## src/rtl/pfx_pkg.sv

```systemverilog
package pfx_pkg;
   localparam int unsigned PFX_DATA_W_DEF = 16;
   localparam int unsigned PFX_EXT_W_DEF  = 8;
   localparam int unsigned PFX_IDX_W_DEF  = 3;
   localparam int unsigned PFX_SRCF_W_DEF = 4;
   localparam int unsigned PFX_DSTF_W_DEF = 3;

   // destination address width grows by the index bits above the source bank bit
   function automatic int unsigned dst_addr_w(input int unsigned dstf_w, input int unsigned idx_w);
      return dstf_w + idx_w - 1;
   endfunction
endpackage

```

## src/rtl/pfx_store.sv

```systemverilog
module pfx_store #(
   parameter int unsigned DATA_W = 16,
   parameter int unsigned IDX_W  = 3
) (
   input  logic              clk,
   input  logic              rst_n,
   input  logic              wr_en,
   input  logic [IDX_W-1:0]  wr_idx,
   input  logic [DATA_W-1:0] wr_data,
   input  logic              adv,
   output logic [DATA_W-1:0] word_q,
   output logic [IDX_W-1:0]  idx_q,
   output logic              live_q
);
   logic expire;
   assign expire = live_q & adv & ~wr_en;

   always_ff @(posedge clk or negedge rst_n) begin
      if (!rst_n) begin
         word_q <= '0;
         idx_q  <= '0;
         live_q <= 1'b0;
      end else if (wr_en) begin
         word_q <= wr_data;
         idx_q  <= wr_idx;
         live_q <= 1'b1;
      end else if (expire) begin
         word_q <= '0;
         idx_q  <= '0;
         live_q <= 1'b0;
      end
   end
endmodule

```

## src/rtl/pfx_addr_ext.sv

```systemverilog
module pfx_addr_ext #(
   parameter int unsigned IDX_W  = 3,
   parameter int unsigned SRCF_W = 4,
   parameter int unsigned DSTF_W = 3,
   localparam int unsigned SRCA_W = SRCF_W + 1,
   localparam int unsigned DSTA_W = DSTF_W + IDX_W - 1
) (
   input  logic [IDX_W-1:0]  idx,
   input  logic [SRCF_W-1:0] src_field,
   input  logic [DSTF_W-1:0] dst_field,
   output logic [SRCA_W-1:0] src_addr,
   output logic [DSTA_W-1:0] dst_addr
);
   assign src_addr = {idx[0], src_field};

   generate
      if (IDX_W > 1) begin : g_dst_banked
         assign dst_addr = {idx[IDX_W-1:1], dst_field};
      end else begin : g_dst_flat
         assign dst_addr = dst_field;
      end
   endgenerate
endmodule

```

## src/rtl/pfx_unit.sv

```systemverilog
module pfx_unit #(
   parameter int unsigned DATA_W = pfx_pkg::PFX_DATA_W_DEF,
   parameter int unsigned EXT_W  = pfx_pkg::PFX_EXT_W_DEF,
   parameter int unsigned IDX_W  = pfx_pkg::PFX_IDX_W_DEF,
   parameter int unsigned SRCF_W = pfx_pkg::PFX_SRCF_W_DEF,
   parameter int unsigned DSTF_W = pfx_pkg::PFX_DSTF_W_DEF,
   localparam int unsigned SRCA_W = SRCF_W + 1,
   localparam int unsigned DSTA_W = pfx_pkg::dst_addr_w(DSTF_W, IDX_W)
) (
   input  logic              clk,
   input  logic              rst_n,
   input  logic              wr_en,
   input  logic [IDX_W-1:0]  wr_idx,
   input  logic [DATA_W-1:0] wr_data,
   input  logic              adv,
   input  logic [SRCF_W-1:0] src_field,
   input  logic [DSTF_W-1:0] dst_field,
   output logic [DATA_W-1:0] rd_data,
   output logic [EXT_W-1:0]  pfx_byte,
   output logic              pfx_valid,
   output logic [SRCA_W-1:0] src_addr,
   output logic [DSTA_W-1:0] dst_addr
);
   generate
      if (EXT_W == 0 || EXT_W > DATA_W) begin : g_bad_ext
         $error("pfx_unit: EXT_W must be 1..DATA_W");
      end
      if (IDX_W == 0) begin : g_bad_idx
         $error("pfx_unit: IDX_W must be at least 1");
      end
   endgenerate

   logic [DATA_W-1:0] word_q;
   logic [IDX_W-1:0]  idx_q;
   logic              live_q;

   pfx_store #(.DATA_W(DATA_W), .IDX_W(IDX_W)) store_i (
      .clk(clk), .rst_n(rst_n), .wr_en(wr_en), .wr_idx(wr_idx),
      .wr_data(wr_data), .adv(adv),
      .word_q(word_q), .idx_q(idx_q), .live_q(live_q)
   );

   pfx_addr_ext #(.IDX_W(IDX_W), .SRCF_W(SRCF_W), .DSTF_W(DSTF_W)) addr_i (
      .idx(idx_q), .src_field(src_field), .dst_field(dst_field),
      .src_addr(src_addr), .dst_addr(dst_addr)
   );

   assign rd_data   = word_q;
   assign pfx_byte  = word_q[EXT_W-1:0];
   assign pfx_valid = live_q;
endmodule

```

## config.mk

```make
export PLATFORM = sky130hd
export DESIGN_NAME = pfx_unit
export DESIGN_NICKNAME = d
export VERILOG_FILES = /design/src/rtl/pfx_pkg.sv /design/src/rtl/pfx_store.sv /design/src/rtl/pfx_addr_ext.sv /design/src/rtl/pfx_unit.sv
export SDC_FILE = /design/constraint.sdc
export NUM_CORES = 1
export LEC_CHECK = 0
export BUFFER_PORTS_ARGS = -buffer_cell sky130_fd_sc_hd__buf_2
export CAP_MARGIN = 20
export CORE_ASPECT_RATIO = 0.7
export CORE_MARGIN = 5
export CORE_UTILIZATION = 30
export CTS_CLUSTER_DIAMETER = 50
export DETAILED_ROUTE_END_ITERATION = 16
export PLACE_DENSITY_LB_ADDON = 0.3
export SYNTH_ARGS = -nofsm -noshare
export SYNTH_HDL_FRONTEND = slang
export SYNTH_SLANG_ARGS = --single-unit
```

## constraint.sdc

```tcl
create_clock -name clk -period 1.3 [get_ports clk]
set_input_delay 0.195 -clock clk [delete_from_list [all_inputs] [get_ports clk]]
set_output_delay 0.195 -clock clk [all_outputs]
set_load 0.05 [all_outputs]
```

**After elaboration in Yosys (flattened, before gate mapping)**

Index checks and enable logic that the tools add are counted.

- Flip-flop bits (word level): 20
- Logic and storage cells: 13
- Input port bits: 30

- Bitwise operators: 3
- Muxes and demuxes: 6
- Reduce and logical (&&, ||, !) cells: 1

Operators by type and width:

| operator | count |
|---|---|
| 16-bit 2-to-1 mux | 2 |
| 3-bit 2-to-1 mux | 2 |
| 1-bit bitwise AND | 2 |
| 1-bit 2-to-1 mux | 2 |
| 2-bit nonzero test | 1 |
| 1-bit inverter | 1 |

**Depth between registers and ports, before layout**

Gate-level depths: netlist of the first run.

- Depth in word-level cells: 4
- Gate-level depth with buffers: 3

**Hierarchy**

A second synthesis of the first run with hierarchy kept.

- Cells, all modules: 84
- Area, all modules: 998.5 um^2

By module, submodules not included:

| module | seq. area each (um^2) | cells an instance | times used | area an instance (um^2) |
|---|---|---|---|---|
| pfx_store | 500.5 | 66 | 1 | 863.3 |
| pfx_addr_ext | 0.0 | 10 | 1 | 75.1 |
| pfx_unit | 0.0 | 8 | 1 | 60.1 |

**Worst setup path before layout of the first run**

No wires, ideal clock.

- Path type: flip-flop to flip-flop
- From: reg store_i.live_q
- To: reg store_i.word_q[10]
- Data arrival time: 1.172 ns
- Path slack: 0.007 ns
- Data required time: 1.179 ns
- Cell stages (with the launch flop): 4
- Library setup time: 0.121 ns
- Cells stage by stage: dfrtp_1 -> nand2_2 -> buf_6 -> a22o_1

- Longest elaborated chain between the ends: 3

Ends and longest elaborated chain:

| element | line | RTL |
|---|---|---|
| from (decl) | pfx_store.sv:13 | `output logic live_q` |
| from (signal assigned) | pfx_store.sv:22 | `live_q <= 1'b0;` |
| from (signal assigned) | pfx_store.sv:26 | `live_q <= 1'b1;` |
| from (signal assigned) | pfx_store.sv:30 | `live_q <= 1'b0;` |
| 1-bit bitwise AND (2 in series) | pfx_store.sv:16 | `assign expire = live_q & adv & ~wr_en;` |
| 2-bit nonzero test (no source line) | n/a |  |
| to (signal assigned) | pfx_store.sv:24 | `word_q <= wr_data;` |
| to (decl) | pfx_store.sv:11 | `output logic [DATA_W-1:0] word_q,` |

Every way passes these cells.
A chain may end at the register's enable or synchronous reset.

**Final worst setup path of the first run**

- From: reg store_i.live_q
- To: out pfx_valid

RTL lines:

| element | line | RTL |
|---|---|---|
| to (decl) | pfx_unit.sv:20 | `output logic pfx_valid,` |

No word-level cell between the ends.

==> results of run 1 <==
[registers in the layout (all words and copies together), names as in the netlist]
register / count
store_i.word_q: 16
store_i.idx_q: 3
store_i.live_q: 1
[synth_stat cells, drive strengths merged]
library cell and count:
buf 20, dfrtp 20, a22o 19, nor2b 18, a21o 1, and2b 1, inv 1, nand2 1
[layout make-up]
cell class	count	share of cell area, %
inverters	1	0.316
well taps	38	4.00
flip-flops and latches	20	42.1
repair buffers	52	23.6
multi-input cells	40	25.3
clock buffers	4	4.64
[cells by family after synthesis]
group                  after synthesis  share of synthesized area [%]
AOI/OAI and AO/OA                   20                           18.0
and+or+nand+nor                     20                           13.1
buffers and inverters               21                           17.2
DFF                                 20                           51.7
[worst paths after layout]
| kind | startpoint | cells past startpoint | endpoint |
|---|---|---|---|
| worst max-delay path | store_i.live_q$_DFFE_PN0P_ | 1 | pfx_valid |
| worst max register to register | store_i.live_q$_DFFE_PN0P_ | 2 | store_i.word_q[6]$_DFFE_PN0P_ |
| min in group asynchronous | rst_n | 2 | store_i.word_q[10]$_DFFE_PN0P_ |
| worst min-delay path | wr_data[8] | 2 | store_i.word_q[8]$_DFFE_PN0P_ |
| max in group asynchronous | rst_n | 2 | store_i.word_q[1]$_DFFE_PN0P_ |
| worst min register to register | store_i.live_q$_DFFE_PN0P_ | 1 | store_i.live_q$_DFFE_PN0P_ |
[layer usage]
metal	global-route usage, %	up-vias	routed length [um]
li1	-	337	-
met1	12.4	335	987
met2	16.3	28	936
met3	4.42	2	191
met4	1.96	0	4
met5	0	-	0
[layout by cell type (no fill, tap or decap), types with 4 or more instances in the layout]
cell type  Yosys  routed
dfrtp_1       20      20
buf_2          1      50
clkbuf_8       0       4
a22o_1        19      19
nor2b_1       18      18
[per-stage QoR]
stage	util [%]	power [W]	hold slack [ps]
after floorplan	-	0.00117	-101
after global placement	35.9	0.00121	171
after detailed placement	35.9	0.00121	174
after CTS	38.0	0.00170	160
after global routing	38.0	0.00175	157
final	38.0	0.00167	166
[power by group through the flow]
stage | sequential [W] | combinational, W | clock [W]
final | 0.000701 | 0.000498 | 0.000466
after global routing | 0.000710 | 0.000526 | 0.000512
after CTS | 0.000702 | 0.000504 | 0.000489
after detailed placement | 0.000712 | 0.000502 | 0
after global placement | 0.000712 | 0.000497 | 0
after floorplan | 0.000893 | 0.000273 | 0
==> impl_results.md, run 1 <==
* Run status: finished clean
* Critical path's largest stage delay at 390 ps
* Sw Share at 35.1%
* DPL Wire Length at 1540 um
* Final hold violation count at 0
* Initial cell density of the core at 30.9%
* Worst slack at placement at 283 ps
* Worst Setup End Kind: output pin
* Top cell family by delay on the critical path: flip-flops
* DRC viols at 0
* Critical-path maximum fanout at 3
* WP data arrival at 930 ps
* Hold buffer count at CTS at 1
* Setup slack of the critical path after layout at 179 ps
* CTS clock-pin slew for the worst setup and hold paths at 70 ps
* Worst Skew at 0.757 ps
* Sequential fraction of the synthesis area at 51.7%
* Ports placed on the boundary at 65
* Number of library cell types mapped by synthesis at 10
* Detailed-route via count at 702
* Peak supply drop at 0.594 mV
* Post-placement cell count at 150
* CTS sink count at 20
* Routed via count divided by cell count at 4.53
* Buffer depth of the longest clock path at 2
* Die Outline Area at 4480 sq um
* Number of max-cap violations at 0
* Setup tns final at 0 ps
* Final instance count without filler cells at 155
* Ratio of cells with drive above 1 in the final layout at 47.9%
* Input/output buffers at 50
* Number of slew-limit violations in the final report at 0
* Post-route design area at 1190 sq um
* Dominant cells by area after synthesis: dfrtp_1 (52%), a22o_1 (17%), buf_4 (12%)
* Final RePlAce weighted congestion at 0.657
* Unrepaired setup endpoints after global routing: no
* Fill cell count at 324
* Syn Area/Cell at 11.9 sq um
* Worst hold path class: in -> reg
* Root buffer cell: clkbuf_8
* Total setup violations reported at the end of the flow at 0
* CTS tree: built
* Horizontal extent of the die at 77.9 um
* Part of the total power dissipated in the clock network at 28.0%
* Sw Pwr at 0.000585 W
* Post-CTS resize count at 0
* Gate Count Post-Synth at 81
* Max H-tree Level at 1
* Final cycle utilization of the critical path at 86.3%
* Number of buffers added by the clock tree synthesis step at 3
* # Post-CTS Setup Buffers at 0
* Post-Synthesis Cell Area at 967 sq um
* Final Routed Wirelength at 2120 um
* Die Span Y at 57.5 um
* Worst rel slew slack at 69.6%
* Number of nets still failing antenna checks after routing at 0
* Wire length of the first global-routing pass at 3650 um
* Total number of placement rows at 17
* Reg power frac at 42.1%
* Core area at 3130 sq um
* Layout overhead on the synthesized area at 22.8%
* Kind of critical path: reg -> out
* Highest achievable clock rate at 0.892 GHz
* Transition time at the pin with the least slew margin at 456 ps
* Register bit count reported by yosys at 20
* Synthesized net count at 111
* Area taken by multi-input logic gates at 300 sq um
* Internal at 0.00108 W
* ANT cells at 0
* Number of nets in the layout at 148
* Critical path cell sequence: buf_2
* Critical path's slowest cell: dfrtp_1
* Power share of the combinational group at 29.9%
* Worst EP required at 1110 ps
* Clock latency of the later-clocked register in the worst-skew pair at 250 ps
* Period minus WS final at 1120 ps
* Total GRT Usage at 10.0%
* Cell Pwr Density at 1400 nW/um^2
* Number of DRC markers after the initial detailed-route iteration at 30
* Number of antenna violations at the first check in global routing at 0
* Total grt overflow at 0
* Number of warnings issued by yosys at 0
* Reported leakage power at 0.629 nW
* Buffers and inverters on the worst path at 1
* Number of iterations in the first detailed-routing pass at 3
* Area leader, netlist: dfrtp_1
* Pin count of the biggest net entering global routing at 28
* Sequential cell area at 500 sq um
* Via count of the first global-routing pass at 774
* Critical path launch point type: flip-flop
* Reg-to-reg setup timing slack at 270 ps
* Share of the synthesized area in the top cell type at 51.7%
* Placed cell areas at 1120 sq um
* DR WL/cell at 13.7 um
Note: power is estimated with default switching activity, not from simulation.
==> run 2: changes to the inputs <==
--- a/config.mk
+++ b/config.mk
@@ -13,6 +13,7 @@
 export CTS_CLUSTER_DIAMETER = 50
 export DETAILED_ROUTE_END_ITERATION = 16
 export PLACE_DENSITY_LB_ADDON = 0.3
+export REMOVE_ABC_BUFFERS = 1
 export SYNTH_ARGS = -nofsm -noshare
 export SYNTH_HDL_FRONTEND = slang
 export SYNTH_SLANG_ARGS = --single-unit
==> run 2 against run 1 <==
  * Via count up 1.1%
  * Clock-buffer cell count shrank 1
  * Global-route usage decreased by 0.57 points
  * Core utilization increased by 0.52 points
  * Register-to-register slack about the same
  * Total power up 8.9%
  * Design area up 1.4%
  * Final cell count stayed put
  * Critical path depth is the same
  * Sequential share of layout area fell by 0.57 points
  * Highest routed layer unchanged
==> impl_results.md, run 2 (synthesis results as in run 1) <==
* Most common cell after layout, fill and taps aside: buf_2
* DPL Wire Length at 1570 um (+2.0%)
* Number of DRC markers after the initial detailed-route iteration at 9 (-70%)
* Worst hold path class: in -> reg
* Total setup violations reported at the end of the flow at 0 (unchanged)
* Via count of the first global-routing pass at 719 (-7.1%)
* Number of flip-flops under the largest register name at 16 (unchanged)
* Worst reg2reg path endpoint: store_i.word_q[12]$_DFFE_PN0P_
* Sequential cell area at 500 sq um (unchanged)
* Startpoint of the worst-slack reg-to-reg timing path: store_i.live_q$_DFFE_PN0P_
* Sw Share at 32.7% (-2.5 points)
* Worst EP required at 1110 ps (about the same)
* Kind of critical path: reg -> out
* Horizontal extent of the die at 77.9 um (unchanged)
* Initial cell density of the core at 30.9% (unchanged)
* DRC viols at 0 (unchanged)
* Reg power frac at 38.7% (-3.4 points)
* Buffer depth of the longest clock path at 2 (unchanged)
* Routed via count divided by cell count at 4.58 (+1.1%)
* Buffers and inverters on the worst path at 1 (unchanged)
* Number of buffers added by the clock tree synthesis step at 3 (unchanged)
* Final hold violation count at 0 (unchanged)
* Total grt overflow at 0 (unchanged)
* Sw Pwr at 0.000592 W (+1.3%)
* Commonest cells after routing, fill and taps aside: buf_2 (50), dfrtp_1 (20), a22o_1 (19)
* Number of nets still failing antenna checks after routing at 0 (unchanged)
* Worst hold start: wr_data[3]
* Detailed-route via count at 710 (+1.1%)
* Final RePlAce weighted congestion at 0.607 (-7.7%)
* Area taken by multi-input logic gates at 300 sq um (unchanged)
* Die Span Y at 57.5 um (unchanged)
* DR WL/cell at 13.8 um (+1.1%)
* Reg with most FFs: store_i.word_q
* Peak supply drop at 0.567 mV (-4.5%)
* Critical path's largest stage delay at 390 ps (about the same)
* Worst rel slew slack at 69.2% (-0.44 points)
* Post-route design area at 1200 sq um (+1.4%)
* Number of slew-limit violations in the final report at 0 (unchanged)
* Internal at 0.00122 W (+13%)
* Wire length of the first global-routing pass at 3340 um (-8.5%)
* Setup tns final at 0 ps (unchanged)
* CTS tree: built
* Critical path cell sequence: buf_2
* CTS clock-pin slew for the worst setup and hold paths at 80 ps (about the same)
* Final Routed Wirelength at 2140 um (+1.1%)
* Cell Pwr Density at 1510 nW/um^2 (+7.5%)
* Total power at 0.00181 W (+8.9%)
* WP data arrival at 930 ps (about the same)
* Core area at 3130 sq um (unchanged)
* Number of nets in the layout at 148 (unchanged)
* Period minus WS final at 1120 ps (+0.159 ps)
* ANT cells at 0 (unchanged)
* Top cell family by delay on the critical path: flip-flops
* Fill cell count at 307 (-5.2%)
* Hold endpoint: store_i.word_q[3]$_DFFE_PN0P_
* Worst-case reg-to-reg path depth at 2 (unchanged)
* CTS sink count at 20 (unchanged)
* Final cycle utilization of the critical path at 86.3% (about the same)
* Ports placed on the boundary at 65 (unchanged)
* Number of antenna violations at the first check in global routing at 0 (unchanged)
* Post-CTS resize count at 0 (unchanged)
* Top flop regs: store_i.word_q: 16 flops, store_i.idx_q: 3 flops, store_i.live_q: 1 flops
* Unrepaired setup endpoints after global routing: no
* Hold buffer count at CTS at 1 (unchanged)
* Part of the total power dissipated in the clock network at 33.9% (+5.9 points)
* Total number of placement rows at 17 (unchanged)
* Root buffer cell: clkbuf_8
* Input/output buffers at 50 (unchanged)
* Clock latency of the later-clocked register in the worst-skew pair at 260 ps (about the same)
* Critical-path maximum fanout at 3 (unchanged)
* Die Outline Area at 4480 sq um (unchanged)
* Worst Skew at 7.81 ps (+7.05 ps)
* Placed cell areas at 1120 sq um (unchanged)
* Max H-tree Level at 1 (unchanged)
* # Post-CTS Setup Buffers at 0 (unchanged)
* Pin count of the biggest net entering global routing at 23 (-18%)
* Power share of the combinational group at 27.4% (-2.5 points)
* Run status: finished clean
* Ratio of cells with drive above 1 in the final layout at 47.9% (unchanged)
* Layout overhead on the synthesized area at 24.4%
* Highest achievable clock rate at 0.892 GHz (about the same)
* Critical path's slowest cell: dfrtp_1
* Critical path launch point type: flip-flop
* Reported leakage power at 0.636 nW (+1.1%)
* Number of iterations in the first detailed-routing pass at 3 (unchanged)
* Worst Setup End Kind: output pin
* Worst Hold Depth at 2 (unchanged)
* Transition time at the pin with the least slew margin at 463 ps (+6.57 ps)
* Number of max-cap violations at 0 (unchanged)
* Total GRT Usage at 9.45% (-0.57 points)
* Reg-to-reg setup timing slack at 280 ps (about the same)
-- run 2: cell count changes in the layout (fill, tap and decap cells not counted) --
| cell | before | now |
|---|---|---|
| bufinv_16 | 0 | 1 |
| clkbuf_8 | 4 | 3 |
-- run 2: final cells by class --
cell class / count / area share [%]
sequential: 20 / 41.6
multi-input combinational: 40 / 24.9
timing repair buffer: 52 / 23.3
tap: 38 / 3.95
clock buffer: 3 / 3.43
clock inverter: 1 / 2.49
inverter: 1 / 0.312
-- run 2: per-stage QoR --
| step | std cells | setup slack [ps] | util [%] | hold slack, ps |
|---|---|---|---|---|
| global route | 155 | 144 | 38.5 | 156 |
| CTS | 155 | 173 | 38.5 | 153 |
| detailed placement | 150 | 219 | 35.9 | 175 |
| finish | 155 | 178 | 38.5 | 162 |
| floorplan | 61 | 6.51 | - | -101 |
| global placement | 150 | 278 | 35.9 | 168 |
-- run 2: worst max path at each step --
stage / startpoint / to / slack [ps] / cells after the start
floorplan: store_i.word_q[0]$_DFFE_PN0P_ / store_i.word_q[0]$_DFFE_PN0P_ / 7 / 2
global placement: wr_en / store_i.idx_q[2]$_DFFE_PN0P_ / 280 / 4
detailed placement: wr_en / store_i.word_q[5]$_DFFE_PN0P_ / 220 / 4
CTS: store_i.live_q$_DFFE_PN0P_ / pfx_valid / 170 / 1
global route: store_i.live_q$_DFFE_PN0P_ / pfx_valid / 140 / 1
finish: store_i.live_q$_DFFE_PN0P_ / pfx_valid / 180 / 1
-- run 2: layer usage --
| layer | part of all wire (%) | track usage, % | up-vias |
|---|---|---|---|
| met4 | 0.28 | 1.47 | 0 |
| met1 | 49 | 13.0 | 335 |
| met5 | 0 | 0 | - |
| li1 | - | - | 335 |
| met3 | 11 | 4.57 | 2 |
| met2 | 40 | 13.6 | 38 |
-- run 2: power by group through the flow --
stage               registers (W)   logic, W  clock network [W]
floorplan                0.000968  0.0000827                  0
global placement         0.000712   0.000497                  0
detailed placement       0.000712   0.000502                  0
CTS                      0.000702   0.000504           0.000635
global route             0.000710   0.000524           0.000664
finish                   0.000702   0.000498           0.000615
